--- src/rtl/boot_seq_pkg.sv ---
package boot_seq_pkg;

    localparam int ADDR_W       = 20;
    localparam int DATA_W       = 32;
    localparam int KERNEL_WORDS = 256;
    localparam int NUM_SRC      = 3;

    localparam logic [ADDR_W-1:0] KERNEL_BASE = 20'h80000;
    localparam logic [ADDR_W-1:0] VEC_SPI     = 20'h80030;
    localparam logic [ADDR_W-1:0] VEC_PAR     = 20'h80050;
    localparam logic [ADDR_W-1:0] RUN_ADDR    = 20'h80005;

    // Strap code values; the value doubles as the source index.
    typedef enum logic [1:0] {
        SRC_PAR     = 2'b00,
        SRC_SPI_SLV = 2'b01,
        SRC_SPI_MST = 2'b10,
        SRC_RSVD    = 2'b11
    } boot_src_e;

    typedef enum logic [2:0] {
        S_IDLE,
        S_STRAP,
        S_LOAD,
        S_IRQ,
        S_KERNEL,
        S_RUN
    } seq_state_e;

    typedef struct packed {
        logic      captured;
        logic      reserved;
        boot_src_e src;
    } strap_info_t;

    typedef struct packed {
        logic              en;
        logic [ADDR_W-1:0] addr;
        logic [DATA_W-1:0] data;
    } mem_wr_t;

    function automatic logic src_is_spi(boot_src_e s);
        return (s == SRC_SPI_SLV) || (s == SRC_SPI_MST);
    endfunction

    function automatic logic [ADDR_W-1:0] vector_for(boot_src_e s);
        return src_is_spi(s) ? VEC_SPI : VEC_PAR;
    endfunction

endpackage

--- src/rtl/boot_strap_latch.sv ---
module boot_strap_latch
    import boot_seq_pkg::*;
(
    input  logic        clk,
    input  logic        rst,
    input  logic        sample_en,
    input  logic [1:0]  strap_pins,
    output strap_info_t info
);

    always_ff @(posedge clk) begin
        if (rst) begin
            info <= '{captured: 1'b0, reserved: 1'b0, src: SRC_PAR};
        end else if (sample_en && !info.captured) begin
            info <= '{captured: 1'b1,
                      reserved: (strap_pins == SRC_RSVD),
                      src:      boot_src_e'(strap_pins)};
        end
    end

endmodule

--- src/rtl/boot_word_mover.sv ---
module boot_word_mover
    import boot_seq_pkg::*;
#(
    parameter int WORD_W = DATA_W,
    parameter int N_WORDS = KERNEL_WORDS
) (
    input  logic                clk,
    input  logic                rst,
    input  logic                active,
    input  boot_src_e           src,
    input  logic [NUM_SRC-1:0]  src_valid,
    input  logic [WORD_W-1:0]   src_data [NUM_SRC],
    output logic [NUM_SRC-1:0]  src_ready,
    output logic                wr_en,
    output logic [ADDR_W-1:0]   wr_addr,
    output logic [WORD_W-1:0]   wr_data,
    output logic                last_beat
);

    localparam int CNT_W = $clog2(N_WORDS) + 1;
    localparam logic [CNT_W-1:0] LAST_IDX = CNT_W'(N_WORDS - 1);
    localparam logic [CNT_W-1:0] FULL_CNT = CNT_W'(N_WORDS);

    logic [CNT_W-1:0] count_q;
    logic             room;
    logic             beat;

    assign room = active && (count_q < FULL_CNT);

    for (genvar g = 0; g < NUM_SRC; g++) begin : g_ready
        assign src_ready[g] = room && (int'(src) == g);
    end

    always_comb begin
        wr_data = '0;
        for (int g = 0; g < NUM_SRC; g++) begin
            if (int'(src) == g) wr_data = src_data[g];
        end
    end

    assign beat      = |(src_valid & src_ready);
    assign wr_en     = beat;
    assign wr_addr   = KERNEL_BASE + ADDR_W'(count_q);
    assign last_beat = beat && (count_q == LAST_IDX);

    always_ff @(posedge clk) begin
        if (rst) begin
            count_q <= '0;
        end else if (beat) begin
            count_q <= count_q + 1'b1;
        end
    end

endmodule

--- src/rtl/boot_irq_ctrl.sv ---
module boot_irq_ctrl
    import boot_seq_pkg::*;
(
    input  logic      clk,
    input  logic      rst,
    input  logic      raise,
    input  boot_src_e src,
    input  logic      ack,
    output logic      irq_par,
    output logic      irq_spi,
    output logic      pending
);

    logic spi_q;

    always_ff @(posedge clk) begin
        if (rst) begin
            pending <= 1'b0;
            spi_q   <= 1'b0;
        end else if (raise) begin
            pending <= 1'b1;
            spi_q   <= src_is_spi(src);
        end else if (pending && ack) begin
            pending <= 1'b0;
        end
    end

    assign irq_par = pending && !spi_q;
    assign irq_spi = pending && spi_q;

endmodule

--- src/rtl/boot_load_sequencer.sv ---
module boot_load_sequencer
    import boot_seq_pkg::*;
#(
    parameter int WORD_W  = DATA_W,
    parameter int N_WORDS = KERNEL_WORDS
) (
    input  logic              clk,
    input  logic              rst,
    input  logic [1:0]        boot_strap,
    input  logic              par_valid,
    input  logic [WORD_W-1:0] par_data,
    output logic              par_ready,
    input  logic              spis_valid,
    input  logic [WORD_W-1:0] spis_data,
    output logic              spis_ready,
    input  logic              spim_valid,
    input  logic [WORD_W-1:0] spim_data,
    output logic              spim_ready,
    output logic              mem_we,
    output logic [ADDR_W-1:0] mem_addr,
    output logic [WORD_W-1:0] mem_wdata,
    input  logic              irq_ack,
    output logic              irq_par,
    output logic              irq_spi,
    input  logic              kernel_done,
    output logic              fetch_valid,
    output logic [ADDR_W-1:0] fetch_addr,
    output logic              strap_err
);

    seq_state_e  state_q, state_d;
    strap_info_t strap;
    logic        last_beat;
    logic        irq_pending;
    logic        done_q;
    logic        done_edge;

    logic [NUM_SRC-1:0] valid_vec;
    logic [NUM_SRC-1:0] ready_vec;
    logic [WORD_W-1:0]  data_arr [NUM_SRC];

    assign valid_vec = {spim_valid, spis_valid, par_valid};
    assign data_arr[SRC_PAR]     = par_data;
    assign data_arr[SRC_SPI_SLV] = spis_data;
    assign data_arr[SRC_SPI_MST] = spim_data;
    assign par_ready  = ready_vec[SRC_PAR];
    assign spis_ready = ready_vec[SRC_SPI_SLV];
    assign spim_ready = ready_vec[SRC_SPI_MST];

    boot_strap_latch i_strap (
        .clk        (clk),
        .rst        (rst),
        .sample_en  (state_q == S_IDLE),
        .strap_pins (boot_strap),
        .info       (strap)
    );

    boot_word_mover #(
        .WORD_W  (WORD_W),
        .N_WORDS (N_WORDS)
    ) i_mover (
        .clk       (clk),
        .rst       (rst),
        .active    (state_q == S_LOAD),
        .src       (strap.src),
        .src_valid (valid_vec),
        .src_data  (data_arr),
        .src_ready (ready_vec),
        .wr_en     (mem_we),
        .wr_addr   (mem_addr),
        .wr_data   (mem_wdata),
        .last_beat (last_beat)
    );

    boot_irq_ctrl i_irq (
        .clk     (clk),
        .rst     (rst),
        .raise   (last_beat),
        .src     (strap.src),
        .ack     (irq_ack),
        .irq_par (irq_par),
        .irq_spi (irq_spi),
        .pending (irq_pending)
    );

    // Only a fresh rising edge of kernel_done counts.
    always_ff @(posedge clk) begin
        if (rst) done_q <= 1'b0;
        else     done_q <= kernel_done;
    end
    assign done_edge = kernel_done && !done_q;

    always_comb begin
        state_d = state_q;
        unique case (state_q)
            S_IDLE:   if (!strap.captured) state_d = S_STRAP;
            S_STRAP:  state_d = strap.reserved ? S_IDLE : S_LOAD;
            S_LOAD:   if (last_beat) state_d = S_IRQ;
            S_IRQ:    if (irq_pending && irq_ack) state_d = S_KERNEL;
            S_KERNEL: if (done_edge) state_d = S_RUN;
            S_RUN:    state_d = S_RUN;
            default:  state_d = S_IDLE;
        endcase
    end

    always_ff @(posedge clk) begin
        if (rst) state_q <= S_IDLE;
        else     state_q <= state_d;
    end

    always_comb begin
        fetch_valid = 1'b0;
        fetch_addr  = '0;
        unique case (state_q)
            S_IRQ, S_KERNEL: begin
                fetch_valid = 1'b1;
                fetch_addr  = vector_for(strap.src);
            end
            S_RUN: begin
                fetch_valid = 1'b1;
                fetch_addr  = RUN_ADDR;
            end
            default: ;
        endcase
    end

    assign strap_err = strap.captured && strap.reserved;

endmodule

--- config.mk ---
export PLATFORM = sky130hd
export DESIGN_NAME = boot_load_sequencer
export DESIGN_NICKNAME = d
export VERILOG_FILES = /design/src/rtl/boot_seq_pkg.sv /design/src/rtl/boot_strap_latch.sv /design/src/rtl/boot_word_mover.sv /design/src/rtl/boot_irq_ctrl.sv /design/src/rtl/boot_load_sequencer.sv
export SDC_FILE = /design/constraint.sdc
export NUM_CORES = 1
export LEC_CHECK = 0
export ABC_AREA = 1
export BUFFER_PORTS_ARGS = -buffer_cell sky130_fd_sc_hd__clkbuf_2
export CAP_MARGIN = 25
export CELL_PAD_IN_SITES_DETAIL_PLACEMENT = 0
export CELL_PAD_IN_SITES_GLOBAL_PLACEMENT = 1
export CORE_ASPECT_RATIO = 0.6
export CORE_MARGIN = 2
export CORE_UTILIZATION = 20
export CTS_CLUSTER_SIZE = 24
export DETAILED_ROUTE_END_ITERATION = 10
export PLACE_DENSITY = 0.9
export SLEW_MARGIN = 40
export SYNTH_ARGS = -nofsm -noshare
export SYNTH_HDL_FRONTEND = slang
export SYNTH_SLANG_ARGS = --single-unit
export TNS_END_PERCENT = 1
--- constraint.sdc ---
create_clock -name clk -period 1.6 [get_ports clk]
set_input_delay 0.32 -clock clk [delete_from_list [all_inputs] [get_ports clk]]
set_output_delay 0.32 -clock clk [all_outputs]
set_load 0.02 [all_outputs]
==> impl_metrics.yaml <==
sta:
  fmax_ghz: 0.5152
  period_minus_slack_ns: 1.941
  finalWorstSetupSlack_ns: -0.3409
  tns_ns: -10.56
  skew_ns: 0.005535
  fin_crit_sh: 1.213
  fin_hold_ws_ns: 0.2807
  hold_violations: 0
  setup_viol: 43
  slew_viol_final: 0
  rsz0062_at_grt: "true"
placed_design:
  dp.cells: 567
  dpl_cell_area_mm2: 0.002933
  portBuffers: 159
  dp_hpwl_mm: 5.324
  place_congestion: 0.8574
detailed_routing:
  drc: 0
  routed_via_density: 4.302
  drtPass1Iterations: 4
  wl_per_cell_um: 12.87
  vias: 2491
  ant_nets: 0
  routed_wl_mm: 7.450
  drtIter0Drc: 66
cts:
  worstSkewPairLatency_ns: 0.25
  hold_buffers: 0
  cts.clk_slew.worst_paths_ns: 0.06
  htreeDepth: 1
  cts_buffer_depth: 2
  cts_root_buffer: "clkbuf_16"
  clock_sinks: 19
  numCtsBuffers: 3
  cts_tree: "built"
setup_path:
  timing.rr.end: "state_q[0]"
  cp_top_family: "buffers and inverters"
  arrival_ns: 1.62
  path_class: "flop to output port"
  reg2regPathDepth: 11
  end_kind: "output port"
  max_stage_delay_ns: 0.35
  worst_setup_path_start_kind: "flop"
  crit_required_ns: 1.28
  cp_slowest_cell: "dfxtp_2"
  path_buf_inv: 4
  reg2reg_slack_ns: -0.05
  worstPathMaxFanout: 8
  r2r_start: "i_mover.count_q[1]"
  crit_chain: "inv_4 > ha_4 > nor2_4 > buf_6 > buf_16 > a22oi_1 > o21ai_2 > clkbuf_8"
pwr:
  power.density_mw_per_mm2: 1917
  cellLeakagePower_nw: 1.801
  peakVddDrop_mv: 0.7125
logic_synthesis:
  syn_avg_cell_area_um2: 6.367
  synth.ff_latch_count: 19
  synth_edf_count: 0
  synth_ff_type: "dfxtp_1"
  netlist_instances: 292
  synthDistinctLibCells: 31
  synth_area_mm2: 0.001859
  ys_seq_area_frac: 0.2046
  synth.top_cell.area_share: 0.2046
  synth.area.top_cells: "dfxtp_1 (20%), a22oi_1 (13%), buf_4 (11%)"
  async_flop_share: 0
  yosysTopAreaCell: "dfxtp_1"
  yosysWarnings: 0
worst_hold_path:
  hp-start: "kernel_done"
  hold_class: "input pin to flop"
  holdPathEnd: "done_q"
  holdPathStages: 3
final_layout:
  fin_cells: 579
  nets: 574
  finish.instance_area_mm2: 0.003628
  antenna_cells: 0
  final_core_util: 0.3993
  syn_to_final_growth_pct: 95.15
  layout-drive-gt1-share: 0.6112
floorplanning:
  dieArea_mm2: 0.01011
  die_x_um: 128.5
  rows: 27
  io_pins: 185
  start_util: 0.2046
  coreArea_mm2: 0.009087
  die_h_um: 78.69
global_routing:
  gr-total-overflow: 0
  grt_max_degree: 44
  antenna_found_initial: 0
  grt_use_total: 0.1339
  grt_pass1_vias: 2218
  grt_pass1_wl_mm: 10.89
status:
  status: "finished with violations"
  violations: "setup timing"
job:
  max-cap-violations: 0
cell usage in the layout (no fill, tap or decap), drive strengths merged:
cell	synthesis	routed
clkbuf	11	151
nand2	58	58
buf	33	40
o21ai	39	39
a22oi	32	32
inv	30	30
conb	2	25
nor2	23	23
dfxtp	19	19
a21oi	17	17
nand3	9	9
ha	5	5
nand4	4	4
nor3	4	4
clkinv	1	2
and3	1	1
xor2	1	1
or2	1	1
nor4	1	1
o21a	1	1
where the power goes:
group / switching, W / internal [W] / leakage, nW / total (W)
logic: 0.00293 / 0.00284 / 1.60 / 0.00578
clock network: 0.000189 / 0.000335 / 0.0409 / 0.000524
registers: 0.0000853 / 0.000570 / 0.157 / 0.000655
cells by family after synthesis:
kind of cell / count (synthesis) / share of synthesized area
and+or+nand+nor: 101 / 0.2537
DFF: 19 / 0.2046
AOI/OAI and AO/OA: 89 / 0.2860
adders and majority gates: 5 / 0.03365
xor gates and xnor gates: 1 / 0.004711
other: 2 / 0.004039
buffers and inverters: 75 / 0.2133
cell usage after synthesis (2+ instances only):
cell      count
nand3_2       2
buf_4        27
ha_1          5
a22oi_1      32
nor3_1        2
conb_1        2
buf_2         5
clkbuf_1     11
o21ai_0      36
nand2_1      54
nand3_1       6
dfxtp_1      19
o21ai_1       3
a21oi_1      16
inv_1        30
nor2_1       21
nand2_2       4
nand4_1       4
registers in the layout, summed over array words and instances, names as in the netlist:
signal,cells
i_mover.count_q,9
state_q,3
i_strap.info,4
i_irq.spi_q,1
i_irq.pending,1
done_q,1
worst max path at each step:
stage | startpoint | end | slack [ns] | cells after the start
2_1_floorplan | i_mover.count_q[1] | state_q[0] | -0.10 | 11
3_3_place_gp | i_mover.count_q[1] | state_q[0] | -0.07 | 11
3_5_place_dp | i_strap.info[0] | mem_wdata[1] | -0.13 | 8
4_1_cts | i_strap.info[1] | mem_wdata[10] | -0.35 | 9
5_1_grt | i_strap.info[0] | mem_wdata[16] | -0.43 | 9
6_report | i_strap.info[1] | mem_wdata[13] | -0.34 | 8
timing repair:
item                                    4_1_cts  5_1_grt
gates cloned                                  3        0
resized for setup                            98       47
endpoints found under the hold margin         0        0
pin swaps                                     6        5
setup buffers                                 5        0
endpoints found under the setup margin       54       56
worst min-delay path, stage by stage:
cell and delay [ns]:
clkbuf_2 0.08, inv_1 0.06, nor2_1 0.04
through the flow:
stage	total power, W	setup WS [ns]
final	0.006957	-0.3409
after global routing	0.007401	-0.4309
after floorplan	0.003348	-0.1025
after CTS	0.006680	-0.3455
after global placement	0.004466	-0.07375
after detailed placement	0.004552	-0.1295
layer usage:
| metal | GRT usage | up-vias | part of all wire |
|---|---|---|---|
| met5 | 0 | - | 0 |
| met4 | 0.009890 | 0 | 0.0013 |
| met3 | 0.02045 | 2 | 0.043 |
| met2 | 0.2277 | 74 | 0.49 |
| met1 | 0.1860 | 1127 | 0.47 |
| li1 | - | 1288 | - |
cell type report:
type                            instances  area, µm²
Sequential cell                        19      391.6
Multi-Input combinational cell        221       1475
Clock inverter                          1      5.005
Fill cell                             934       5459
Clock buffer                            3      75.07
Inverter                               31      122.6
Timing Repair Buffer                  188       1414
Tap cell                              116      145.1
Note: power is estimated with default switching activity, not from simulation.
